--- src/rtl/dpc_arb_pkg.sv ---
package dpc_arb_pkg;

    typedef enum logic [1:0] {
        ST_FREE       = 2'd0,
        ST_LEFT_OWNS  = 2'd1,
        ST_RIGHT_OWNS = 2'd2
    } own_state_e;

    localparam int NUM_SIDES = 2;
    localparam int SIDE_L    = 0;
    localparam int SIDE_R    = 1;

endpackage

--- src/rtl/dpc_arrival_detect.sv ---
// Per-port request tracker: flags a request as fresh in the cycle it appears
// or moves to a new address.
module dpc_arrival_detect #(
    parameter int ADDR_W = 14
) (
    input  logic              clk,
    input  logic              rst_n,
    input  logic              ce_n,
    input  logic [ADDR_W-1:0] addr,
    output logic              active,
    output logic              fresh
);
    logic              prev_act_q;
    logic [ADDR_W-1:0] prev_addr_q;

    assign active = ~ce_n;

    always_ff @(posedge clk or negedge rst_n) begin
        if (!rst_n) begin
            prev_act_q  <= 1'b0;
            prev_addr_q <= '0;
        end else begin
            prev_act_q  <= active;
            prev_addr_q <= addr;
        end
    end

    always_comb begin
        fresh = active && (!prev_act_q || (prev_addr_q != addr));
    end
endmodule

--- src/rtl/dpc_addr_match.sv ---
// Full-width address comparator qualified by both enables and the mode strap.
module dpc_addr_match #(
    parameter int ADDR_W = 14
) (
    input  logic              master_sel,
    input  logic              a_active,
    input  logic              b_active,
    input  logic [ADDR_W-1:0] a_addr,
    input  logic [ADDR_W-1:0] b_addr,
    output logic              contend
);
    logic [ADDR_W-1:0] bit_eq;

    for (genvar i = 0; i < ADDR_W; i++) begin : g_bit
        assign bit_eq[i] = ~(a_addr[i] ^ b_addr[i]);
    end

    always_comb begin
        contend = master_sel && a_active && b_active && (&bit_eq);
    end
endmodule

--- src/rtl/dpc_owner_fsm.sv ---
// Ownership state machine: records the winner of a collision and drives busy.
module dpc_owner_fsm
    import dpc_arb_pkg::*;
(
    input  logic clk,
    input  logic rst_n,
    input  logic master_sel,
    input  logic contend,
    input  logic left_fresh,
    input  logic right_fresh,
    output logic left_loses,
    output logic right_loses,
    output logic l_busy_n,
    output logic r_busy_n
);
    own_state_e state_q, state_d;

    // state register
    always_ff @(posedge clk or negedge rst_n) begin
        if (!rst_n) begin
            state_q <= ST_FREE;
        end else begin
            state_q <= state_d;
        end
    end

    // next state and same-cycle loser decision
    always_comb begin
        state_d     = state_q;
        left_loses  = 1'b0;
        right_loses = 1'b0;
        if (!master_sel) begin
            state_d = ST_FREE;
        end else begin
            unique case (state_q)
                ST_FREE: begin
                    if (contend) begin
                        if (left_fresh && !right_fresh) begin
                            state_d    = ST_RIGHT_OWNS;
                            left_loses = 1'b1;
                        end else begin
                            state_d     = ST_LEFT_OWNS;
                            right_loses = 1'b1;
                        end
                    end
                end
                ST_LEFT_OWNS: begin
                    if (contend) right_loses = 1'b1;
                    else         state_d     = ST_FREE;
                end
                ST_RIGHT_OWNS: begin
                    if (contend) left_loses = 1'b1;
                    else         state_d    = ST_FREE;
                end
                default: state_d = ST_FREE;
            endcase
        end
    end

    // outputs from the state register
    always_comb begin
        l_busy_n = 1'b1;
        r_busy_n = 1'b1;
        unique case (state_q)
            ST_LEFT_OWNS:  r_busy_n = 1'b0;
            ST_RIGHT_OWNS: l_busy_n = 1'b0;
            default: ;
        endcase
    end
endmodule

--- src/rtl/dpc_write_gate.sv ---
// Write qualifier for one port: internal loss in master mode, external busy in slave mode.
module dpc_write_gate (
    input  logic master_sel,
    input  logic active,
    input  logic we_n,
    input  logic loses_now,
    input  logic busy_in_n,
    output logic wr_go
);
    logic wr_req;

    always_comb begin
        wr_req = active && !we_n;
        if (master_sel) wr_go = wr_req && !loses_now;
        else            wr_go = wr_req && busy_in_n;
    end
endmodule

--- src/rtl/dpcoll_arbiter.sv ---
module dpcoll_arbiter
    import dpc_arb_pkg::*;
#(
    parameter int ADDR_W = 14
) (
    input  logic              clk,
    input  logic              rst_n,
    input  logic              master_sel,
    input  logic              l_ce_n,
    input  logic              l_we_n,
    input  logic [ADDR_W-1:0] l_addr,
    input  logic              r_ce_n,
    input  logic              r_we_n,
    input  logic [ADDR_W-1:0] r_addr,
    input  logic              l_busy_in_n,
    input  logic              r_busy_in_n,
    output logic              l_busy_n,
    output logic              r_busy_n,
    output logic              l_wr_go,
    output logic              r_wr_go
);
    logic [NUM_SIDES-1:0]             ce_n_v, we_n_v, busy_in_v;
    logic [NUM_SIDES-1:0]             act_v, fresh_v, lose_v, go_v;
    logic [NUM_SIDES-1:0][ADDR_W-1:0] addr_v;
    logic                             contend;

    assign ce_n_v[SIDE_L]    = l_ce_n;
    assign ce_n_v[SIDE_R]    = r_ce_n;
    assign we_n_v[SIDE_L]    = l_we_n;
    assign we_n_v[SIDE_R]    = r_we_n;
    assign addr_v[SIDE_L]    = l_addr;
    assign addr_v[SIDE_R]    = r_addr;
    assign busy_in_v[SIDE_L] = l_busy_in_n;
    assign busy_in_v[SIDE_R] = r_busy_in_n;

    for (genvar s = 0; s < NUM_SIDES; s++) begin : g_side
        dpc_arrival_detect #(.ADDR_W(ADDR_W)) u_arrive (
            .clk    (clk),
            .rst_n  (rst_n),
            .ce_n   (ce_n_v[s]),
            .addr   (addr_v[s]),
            .active (act_v[s]),
            .fresh  (fresh_v[s])
        );

        dpc_write_gate u_gate (
            .master_sel (master_sel),
            .active     (act_v[s]),
            .we_n       (we_n_v[s]),
            .loses_now  (lose_v[s]),
            .busy_in_n  (busy_in_v[s]),
            .wr_go      (go_v[s])
        );
    end

    dpc_addr_match #(.ADDR_W(ADDR_W)) u_match (
        .master_sel (master_sel),
        .a_active   (act_v[SIDE_L]),
        .b_active   (act_v[SIDE_R]),
        .a_addr     (addr_v[SIDE_L]),
        .b_addr     (addr_v[SIDE_R]),
        .contend    (contend)
    );

    dpc_owner_fsm u_fsm (
        .clk         (clk),
        .rst_n       (rst_n),
        .master_sel  (master_sel),
        .contend     (contend),
        .left_fresh  (fresh_v[SIDE_L]),
        .right_fresh (fresh_v[SIDE_R]),
        .left_loses  (lose_v[SIDE_L]),
        .right_loses (lose_v[SIDE_R]),
        .l_busy_n    (l_busy_n),
        .r_busy_n    (r_busy_n)
    );

    assign l_wr_go = go_v[SIDE_L];
    assign r_wr_go = go_v[SIDE_R];
endmodule

--- config.mk ---
export PLATFORM = sky130hd
export DESIGN_NAME = dpcoll_arbiter
export DESIGN_NICKNAME = d
export VERILOG_FILES = /design/src/rtl/dpc_arb_pkg.sv /design/src/rtl/dpc_arrival_detect.sv /design/src/rtl/dpc_addr_match.sv /design/src/rtl/dpc_owner_fsm.sv /design/src/rtl/dpc_write_gate.sv /design/src/rtl/dpcoll_arbiter.sv
export SDC_FILE = /design/constraint.sdc
export NUM_CORES = 1
export LEC_CHECK = 0
export ABC_AREA = 1
export BUFFER_PORTS_ARGS = -buffer_cell sky130_fd_sc_hd__buf_4
export CAP_MARGIN = 10
export CORE_MARGIN = 2
export CORE_UTILIZATION = 35
export CTS_BUF_LIST = sky130_fd_sc_hd__clkbuf_8
export DETAILED_ROUTE_END_ITERATION = 10
export GPL_TIMING_DRIVEN = 1
export PLACE_DENSITY = 0.56
export SLEW_MARGIN = 20
export SYNTH_ARGS = -nofsm -noshare
export SYNTH_HDL_FRONTEND = slang
export SYNTH_SLANG_ARGS = --single-unit
--- constraint.sdc ---
create_clock -name clk -period 4.7 [get_ports clk]
set_input_delay 1.41 -clock clk [delete_from_list [all_inputs] [get_ports clk]]
set_output_delay 1.41 -clock clk [all_outputs]
set_load 0.01 [all_outputs]
==> reports/qor.yml, run 1 <==
status: "complete, no violations"
initial_core_util_pct: 36.16
cts-hold-fix-buffers: 0
grtUsageMet2_pct: 24.60
port_buffers: 40
max_freq_mhz: 251.1
post_cts_resized: 0
crit_top_cell: "nand2_1"
wl_per_cell_um: 10.87
slowest_delay_ns: 0.15
final-max-slew-violation-count: 0
dpl_cell_area_mm2: 0.002092
grt.met3_usage_pct: 4.801
n_antenna_cell: 0
hold_viol: 0
top_usage_layer: "met2"
ys_types: 18
grt_pass1_wl_um: 6423
rr_worst_depth: 9
min_period_ns: 3.982
cts_tree: "built"
drt_pass1_iterations: 4
tightestPinTransition_ns: 0.4116
htree_levels: 2
final_cell_mix: "nand2_1 (74), inv_1 (43), buf_4 (40), nor2_1 (34), dfrtp_1 (32)"
fin_tns_setup_ns: 0
grt_usage_pct: 16.27
rsz0062_at_grt: "false"
endpoint_kind: "output port"
synth.avg_cell_area_um2: 7.362
grt_max_degree: 33
clk_path_buf_depth: 2
routed_wl_um: 3772
die_area_mm2: 0.005455
timing.hold.ws_ns: 0.6697
nFillCells: 492
grt_pass1_vias: 1398
hold_path_depth: 4
layout.nets: 319
clock_latency_ns: 0.29
core_area_mm2: 0.004723
required_ns: 3.29
synth_warnings: 0
dr_total_vias: 1446
row_count: 25
cp_cell_sequence: "buf_4 -> inv_1 -> nand2_1 -> o21ai_1 -> nor2_1 -> nand2_1 -> nor2_1 -> nand2_1 -> nand2_1 -> nand2_1 -> nand2_1 -> nand2_1 -> a21oi_1 -> buf_4"
clkTransAtPathRegs_ns: 0.07
io-pin-count: 41
drt-vias-per-instance: 4.167
maxSlewHeadroom_pct: 72.56
drcViolationCount: 0
regArea_um2: 800.8
utilization_pct: 46.25
grtUsageMet1_pct: 21.68
ys_seq_elements: 32
root_buffer: "clkbuf_8"
dpl.hpwl_um: 2958
syn-num-nets: 272
globalplace.congestion: 0.7724
max_cap_violations: 0
cts_setup_buffers: 0
crit_arrival_ns: 2.57
cp_slowest_cell: "nor2_1"
grt_overflow_total: 0
synth_cells: 232
fin_crit_sh_pct: 84.73
syn_area_mm2: 0.001708
antenna_left: 0
path_class: "input pin to output port"
setup_viol: 0
clock_sinks: 32
leakagePower_nw: 1.213
die-width_um: 73.86
skew_ns: 0.004557
cellPowerDensity_mw_per_mm2: 327.1
cts_made_buffers: 5
critPathLaunchType: "input pin"
peakVddDrop_mv: 0.1703
die_h_um: 73.86
critPathMaxFanout: 3
fin_area_mm2: 0.002185
hold_class: "register to register"
yosysSeqAreaShare_pct: 46.89
drt_iter0_markers: 59
multi_input_area_um2: 738.2
drive_gt1_share_pct: 18.57
area_growth_pct: 27.91
antenna_found_initial: 0
layout_commonest_cell: "nand2_1"
## cells in the mapped netlist
master / count / area (um^2)
dfrtp_1: 32 / 800.8
o21ai_1: 4 / 20.02
nor2_2: 2 / 12.51
ha_1: 3 / 37.54
clkinv_1: 1 / 3.750
inv_2: 1 / 3.750
nor3_1: 1 / 5.000
o21ai_0: 4 / 20.02
nand3_1: 5 / 25.02
xor2_1: 13 / 113.9
nand2_2: 1 / 6.260
xnor2_1: 5 / 43.79
nor4_1: 2 / 12.51
nor2_1: 34 / 127.6
a21oi_1: 6 / 30.03
inv_1: 43 / 161.4
nand4_1: 1 / 6.260
nand2_1: 74 / 277.8
## metrics by stage
stage               power (mW)  setup slack [ns]  cells
detailed placement      0.4979            0.7434    339
global route            0.7678            0.4774    347
CTS                     0.7246            0.7371    347
floorplan               0.4186             1.053    232
finish                  0.7146            0.7179    347
global placement        0.4986            0.7310    339
## per-layer routing
layer | vias to the layer above | wire, um
li1 | 777 | -
met1 | 625 | 1868
met2 | 37 | 1590
met3 | 7 | 251
met4 | 0 | 61
met5 | - | 0
## worst max-delay path: cells and delay by family
family                 cells  cell delay, ns
and+or+nand+nor            9            0.71
AOI/OAI and AO/OA          2            0.18
buffers and inverters      3            0.28
## sequential cells by signal, summed over array words and instances, names as in the netlist
| signal | cells |
|---|---|
| g_side.u_arrive.prev_addr_q | 28 |
| g_side.u_arrive.prev_act_q | 2 |
| u_fsm.state_q | 2 |
## power breakdown
group | total, mW | internal, mW | switching, mW
combinational | 0.185 | 0.0788 | 0.107
sequential | 0.306 | 0.296 | 0.00981
clock | 0.223 | 0.117 | 0.106
total | 0.715 | 0.492 | 0.223
## kinds of logic after synthesis
kind of cell,share of synthesized area (%)
xor+xnor,9.231
simple gates,27.69
fa+ha+maj,2.198
flops,46.89
compound gates,4.103
buf+inv,9.889
## worst paths after layout
kind / startpoint / to / slack [ns]
worst max register to register: g_side[1].u_arrive.prev_addr_q[6]$_DFF_PN0_ / u_fsm.state_q[1]$_DFFE_PN0P_ / 3.39
min in group asynchronous: rst_n / g_side[1].u_arrive.prev_addr_q[4]$_DFF_PN0_ / 1.06
worst min register to register: u_fsm.state_q[1]$_DFFE_PN0P_ / u_fsm.state_q[1]$_DFFE_PN0P_ / 0.67
max in group asynchronous: rst_n / g_side[1].u_arrive.prev_addr_q[12]$_DFF_PN0_ / 3.35
worst min-delay path: u_fsm.state_q[1]$_DFFE_PN0P_ / u_fsm.state_q[1]$_DFFE_PN0P_ / 0.67
worst max-delay path: r_addr[6] / r_wr_go / 0.72
## cell type report
type / instances / area share [%]
tap: 67 / 3.837
timing repair buffer: 40 / 13.75
sequential: 32 / 36.66
inverter: 45 / 7.732
clock inverter: 2 / 0.4582
clock buffer: 6 / 3.780
multi-input combinational: 155 / 33.79
(Power assumes the default switching activity.)
==> run 2, diff against run 1 <==
--- a/config.mk
+++ b/config.mk
@@ -5,7 +5,7 @@
 export SDC_FILE = /design/constraint.sdc
 export NUM_CORES = 1
 export LEC_CHECK = 0
-export ABC_AREA = 1
+export ABC_AREA = 0
 export BUFFER_PORTS_ARGS = -buffer_cell sky130_fd_sc_hd__buf_4
 export CAP_MARGIN = 10
 export CORE_MARGIN = 2
@@ -13,7 +13,7 @@
 export CTS_BUF_LIST = sky130_fd_sc_hd__clkbuf_8
 export DETAILED_ROUTE_END_ITERATION = 10
 export GPL_TIMING_DRIVEN = 1
-export PLACE_DENSITY = 0.56
+export PLACE_DENSITY = 0.59
 export SLEW_MARGIN = 20
 export SYNTH_ARGS = -nofsm -noshare
 export SYNTH_HDL_FRONTEND = slang
==> constraint.sdc (replaced) <==
create_clock -name clk -period 3.35 [get_ports clk]
set_input_delay 1.005 -clock clk [delete_from_list [all_inputs] [get_ports clk]]
set_output_delay 1.005 -clock clk [all_outputs]
set_load 0.01 [all_outputs]
==> reports/qor.yml, run 2 <==
status: "finished with violations"
rsz0062_at_grt: "true"
die_h_um: 68.81  # -6.8%
drcViolationCount: 0  # unchanged
clkTransAtPathRegs_ns: 0.06  # about the same
r2r_end: "u_fsm.state_q[1]$_DFFE_PN0P_"
synth_top_area_share_pct: 54.47  # +7.6 points
ff2ff_setup_slack_ns: 1.52  # -1.87 ns
grt_pass1_wl_um: 5271  # -18%
routed_wl_um: 3161  # -16%
layout_commonest_cell: "buf_4"
root_buffer: "clkbuf_8"
clock_sinks: 32  # unchanged
crit_top_cell: "buf_6"
cp_cell_sequence: "buf_6 -> buf_6 -> xnor2_2 -> nand4_1 -> nor4_4 -> a2111oi_2 -> a21boi_2 -> buf_4"
setup_slack_ns: -0.07014  # -0.7880 ns
nFillCells: 366  # -26%
clock_latency_ns: 0.27  # -0.02 ns
leakagePower_nw: 0.9507  # -22%
antenna_left: 0  # unchanged
ys_seq_elements: 32  # unchanged
port_buffers: 40  # unchanged
layout.nets: 213  # -33%
largest_register: "g_side.u_arrive.prev_addr_q"
synth.avg_cell_area_um2: 12.57  # +71%
globalplace.congestion: 0.8105  # +4.9%
max_freq_mhz: 292.4
cts-hold-fix-buffers: 0  # unchanged
slowest_delay_ns: 0.45  # +0.30 ns
multi_input_area_um2: 779.5  # +5.6%
synthFlopType: "dfrtp_1"
final_cell_mix: "buf_4 (38), dfrtp_1 (32), xnor2_1 (28), xnor2_2 (14), buf_6 (11)"
endpoint_kind: "output port"
hold_viol: 0  # unchanged
min_period_ns: 3.420
critPathLaunchType: "input pin"
fin_crit_sh_pct: 102.1
utilization_pct: 53.20  # +6.9 points
n_antenna_cell: 0  # unchanged
die-width_um: 68.81  # -6.8%
maxSlewHeadroom_pct: 71.67  # -0.89 points
timing.hold.ws_ns: 0.6582  # -0.01149 ns
setup_viol: 2  # +2
peakVddDrop_mv: 0.2158  # +27%
final-max-slew-violation-count: 0  # unchanged
skew_ns: 0.006378  # +0.001820 ns
cts_tree: "built"
required_ns: 2.34  # -0.95 ns
area_growth_pct: 45.79
grt_max_degree: 33  # unchanged
regArea_um2: 800.8  # unchanged
die_area_mm2: 0.004735  # -13%
synth_warnings: 0  # unchanged
yosysMostFrequentCell: "xnor2_1"
drt_iter0_markers: 58  # -1.7%
violations: "setup timing"
yosys-top-cells-area: "dfrtp_1 (54%), xnor2_1 (25%), nand4_1 (3.8%)"
core_area_mm2: 0.004029  # -15%
synth_edf_count: 0  # unchanged
rr_worst_depth: 5  # -4
syn-num-nets: 157  # -42%
r2r_start: "g_side[0].u_arrive.prev_addr_q[7]$_DFF_PN0_"
syn_area_mm2: 0.001470  # -14%
cp-startpoint: "l_addr[5]"
top_regs: "g_side.u_arrive.prev_addr_q (28), g_side.u_arrive.prev_act_q (2), u_fsm.state_q (2)"
crit_arrival_ns: 2.42  # -0.15 ns
clk_path_buf_depth: 2  # unchanged
initial_core_util_pct: 36.49  # +0.33 points
cp_slowest_cell: "nor4_4"
wl_per_cell_um: 14.30  # +32%
dr_total_vias: 1049  # -27%
synth-async-reset-ratio_pct: 100.0  # unchanged
grt_pass1_vias: 1163  # -17%
path_class: "input pin to output port"
drt-vias-per-instance: 4.747  # +14%
drive_gt1_share_pct: 44.44  # +26 points
grt_usage_pct: 15.79  # -0.47 points
max_cap_violations: 0  # unchanged
yosysTopAreaCell: "dfrtp_1"
dpl.hpwl_um: 2419  # -18%
antenna_found_initial: 0  # unchanged
drt_pass1_iterations: 4  # unchanged
cts_made_buffers: 5  # unchanged
row_count: 23  # -8.0%
tightestPinTransition_ns: 0.4211  # +0.009440 ns
yosysSeqAreaShare_pct: 54.47  # +7.6 points
ys_types: 19  # +1
hold_class: "input pin to asynchronous set/reset pin"
io-pin-count: 41  # unchanged
grt_overflow_total: 0  # unchanged
critPathMaxFanout: 4  # +1
htree_levels: 2  # unchanged
synth_cells: 117  # -50%
synth.cells.most_frequent: "xnor2_1 (42), dfrtp_1 (32), nand4_1 (9)"
largest_register_ffs: 28  # unchanged
cellPowerDensity_mw_per_mm2: 381.9  # +17%
==> run 2: cell types whose count changed in the layout (fill, tap and decap cells not counted), moves of 8 or more <==
cell and delta:
nor2_1 -30, buf_6 +11, xor2_1 -13, xnor2_1 +23, nand2_1 -74, nand4_1 +8, inv_1 -37, xnor2_2 +14
==> run 2: kinds of logic (layout without fill, tap and decap cells) <==
family	Yosys count	in the layout	synth area share, %
AND/OR/NAND/NOR	26	26	11.66
flip-flops	32	32	54.47
AO/OA/AOI/OAI	8	8	4.766
adder cells (fa/ha/maj)	3	3	2.553
XOR/XNOR	42	42	25.02
buffers and inverters	6	60	1.532
==> run 2: metrics by stage <==
stage | instance area [um^2] | total power, mW | TNS (ns) | setup WS [ns] | std cells
after floorplan | 1470 | 0.4728 | 0 | 0.1645 | 117
after global placement | 1893 | 0.5466 | -0.2126 | -0.1313 | 215
after detailed placement | 1893 | 0.5486 | -0.2557 | -0.1600 | 215
after CTS | 2103 | 0.8277 | -0.02297 | -0.02297 | 220
after global routing | 2143 | 0.8622 | -0.3312 | -0.1765 | 221
final | 2143 | 0.8184 | -0.1320 | -0.07014 | 221
==> run 2: worst max-delay path: cells and delay by family <==
kind	cells	cell delay, ns
AND/OR/NAND/NOR	2	0.64
buffers and inverters	3	0.35
AO/OA/AOI/OAI	2	0.31
XOR/XNOR	1	0.11
==> run 2: timing repair <==
action,4_1_cts,5_1_grt
gates resized for setup,28,7
endpoints found under the setup margin,2,2
buffers inserted,0,1
pin swaps,23,6
==> run 2: layout make-up <==
| class | instances | area share [%] |
|---|---|---|
| Sequential cell | 32 | 37.36 |
| Clock buffer | 5 | 3.211 |
| Inverter | 6 | 1.051 |
| Multi-Input combinational cell | 79 | 36.37 |
| Tap cell | 50 | 2.919 |
| Timing Repair Buffer | 49 | 19.09 |
==> run 2: how the worst max path moves through the flow <==
stage	slack [ns]	end
2_1_floorplan	0.16	l_wr_go
3_3_place_gp	-0.13	l_wr_go
3_5_place_dp	-0.16	l_wr_go
4_1_cts	-0.02	r_wr_go
5_1_grt	-0.18	l_wr_go
6_report	-0.07	l_wr_go
==> run 2: power by group <==
group | switching [mW] | internal [mW]
Sequential | 0.00983 | 0.405
Clock | 0.121 | 0.133
Combinational | 0.0607 | 0.0881
==> run 2: layer usage <==
layer  vias up  share of wire (%)  global-route usage [%]  wire length [um]
li1        514                  -                       -                 -
met1       495                 41                   18.93              1301
met2        35                 51                   26.92              1613
met3         5                5.5                   3.571               174
met4         0                2.2                   7.353                71
met5         -                  0                       0                 0
==> run 3, diff against run 2 <==
--- a/config.mk
+++ b/config.mk
@@ -9,12 +9,11 @@
 export BUFFER_PORTS_ARGS = -buffer_cell sky130_fd_sc_hd__buf_4
 export CAP_MARGIN = 10
 export CORE_MARGIN = 2
-export CORE_UTILIZATION = 35
+export CORE_UTILIZATION = 48
 export CTS_BUF_LIST = sky130_fd_sc_hd__clkbuf_8
 export DETAILED_ROUTE_END_ITERATION = 10
 export GPL_TIMING_DRIVEN = 1
-export PLACE_DENSITY = 0.59
-export SLEW_MARGIN = 20
+export PLACE_DENSITY = 0.77
 export SYNTH_ARGS = -nofsm -noshare
 export SYNTH_HDL_FRONTEND = slang
 export SYNTH_SLANG_ARGS = --single-unit
==> reports/qor.yml, run 3 (same netlist as run 2, synthesis figures left out) <==
min_period_ns: 3.382  # -0.03854 ns
final_cell_mix: "buf_4 (43), dfrtp_1 (32), xnor2_1 (23), xnor2_2 (19), nand4_1 (9)"
layout_commonest_cell: "buf_4"
core_area_mm2: 0.002978  # -26%
hold_class: "input pin to asynchronous set/reset pin"
die_h_um: 59.34  # -14%
fin_area_mm2: 0.002181  # +1.8%
grt_pass1_wl_um: 5685  # +7.9%
ff2ff_setup_slack_ns: 1.52  # about the same
cts_tree: "built"
drt-vias-per-instance: 5.379  # +13%
dpl.hpwl_um: 2341  # -3.2%
skew_ns: 0.005103  # -0.001274 ns
grt_usage_pct: 23.34  # +7.5 points
max_cap_violations: 0  # unchanged
path_class: "input pin to output port"
clkTransAtPathRegs_ns: 0.07  # about the same
r2r_start: "g_side[0].u_arrive.prev_addr_q[4]$_DFF_PN0_"
nFillCells: 196  # -46%
hold_viol: 0  # unchanged
critPathLaunchType: "input pin"
top_regs: "g_side.u_arrive.prev_addr_q (28), g_side.u_arrive.prev_act_q (2), u_fsm.state_q (2)"
n_antenna_cell: 0  # unchanged
die_area_mm2: 0.003521  # -26%
grt_overflow_total: 0  # unchanged
peakVddDrop_mv: 0.3570  # +65%
io-pin-count: 41  # unchanged
r2r_end: "u_fsm.state_q[1]$_DFFE_PN0P_"
multi_input_area_um2: 848.3  # +8.8%
wl_per_cell_um: 16.85  # +18%
fin_tns_setup_ns: -0.03345  # +0.09856 ns
root_buffer: "clkbuf_8"
max_freq_mhz: 295.7  # +1.1%
clock_latency_ns: 0.29  # +0.02 ns
regArea_um2: 800.8  # unchanged
tightestPinTransition_ns: 0.4001  # -0.02098 ns
maxSlewHeadroom_pct: 73.33  # +1.7 points
largest_register: "g_side.u_arrive.prev_addr_q"
cts-hold-fix-buffers: 0  # unchanged
drcViolationCount: 0  # unchanged
cellPowerDensity_mw_per_mm2: 389.8  # +2.1%
grt_pass1_vias: 1237  # +6.4%
status: "finished with violations"
clk_path_buf_depth: 2  # unchanged
dp_cells: 198  # -7.9%
crit_arrival_ns: 2.38  # -0.04 ns
drt_iter0_markers: 21  # -64%
required_ns: 2.34  # about the same
utilization_pct: 73.24  # +20 points
timing.hold.ws_ns: 0.6415  # -0.01671 ns
stdcell_count: 206  # -6.8%
leakagePower_nw: 0.9838  # +3.5%
cts_made_buffers: 5  # unchanged
initial_core_util_pct: 49.37  # +13 points
dpl_cell_area_mm2: 0.001872  # -1.1%
row_count: 20  # -13%
antenna_found_initial: 0  # unchanged
largest_register_ffs: 28  # unchanged
globalplace.congestion: 0.8022  # -1.0%
routed_wl_um: 3472  # +9.8%
fin_crit_sh_pct: 100.9  # -1.2 points
dr_total_vias: 1108  # +5.6%
grt_max_degree: 33  # unchanged
layout.nets: 213  # unchanged
final-max-slew-violation-count: 0  # unchanged
drt_pass1_iterations: 4  # unchanged
rr_worst_depth: 5  # unchanged
violations: "setup timing"
setup_slack_ns: -0.03161  # +0.03854 ns
clock_sinks: 32  # unchanged
rsz0062_at_grt: "true"
critPathMaxFanout: 2  # -2
setup_viol: 2  # unchanged
drive_gt1_share_pct: 47.98  # +3.5 points
area_growth_pct: 48.34
htree_levels: 2  # unchanged
antenna_left: 0  # unchanged
port_buffers: 40  # unchanged
die-width_um: 59.34  # -14%
endpoint_kind: "output port"
## run 3: cell types whose count changed in the layout (fill, tap and decap cells not counted), moves of 2 or more
cell       previous run  this run
buf_6                11         6
xnor2_1              28        23
xnor2_2              14        19
buf_4                38        43
a2111oi_2             2         0
a2111oi_4             0         2
## run 3: repair_timing
item | CTS | global route
buffers inserted | 1 | 0
pin swaps | 21 | 11
endpoints found under the setup margin | 2 | 2
resized for setup | 33 | 5
## run 3: how the worst max path moves through the flow
stage / start / end / slack (ns) / cells after the start
CTS: l_addr[10] / l_wr_go / 0.0001 / 7
floorplan: l_addr[2] / l_wr_go / 0.16 / 5
global route: l_addr[2] / l_wr_go / -0.1 / 7
finish: l_addr[2] / l_wr_go / -0.03 / 7
global placement: l_addr[5] / l_wr_go / -0.1 / 7
detailed placement: l_addr[12] / l_wr_go / -0.13 / 7
## run 3: critical path, cell delays in order
cell and delay, ns:
buf_4 0.13, xnor2_2 0.16, nand3_1 0.11, or4_4 0.53
o211a_1 0.17, a21boi_2 0.13, buf_4 0.13
## run 3: per-stage QoR
stage	power, mW	setup WS, ns
global placement	0.5453	-0.09547
detailed placement	0.5486	-0.1274
floorplan	0.4728	0.1645
global route	0.8889	-0.09842
CTS	0.8464	0.0001452
finish	0.8502	-0.03161
## run 3: area by class of cell
type                    instances  share of cell area, %
clock buffers                   5                  3.155
clock inverters                 2                 0.4016
inverters                       6                  1.033
multi-input cells              79                  38.90
flip-flops and latches         32                  36.72
well taps                      33                  1.893
repair buffers                 49                  17.90
## run 3: report_power, final
part	switching, mW	internal (mW)	total, mW
logic	0.0669	0.0906	0.157
registers	0.0118	0.405	0.417
clock network	0.138	0.138	0.276
total	0.217	0.633	0.850
## run 3: routing by layer
metal  share of wire, %  GRT usage, %  vias up
met5                  0             0        -
met4                2.6         10.39        0
met3                5.4         9.170       11
met2                 54         40.82       40
met1                 38         24.53      545
li1                   -             -      512
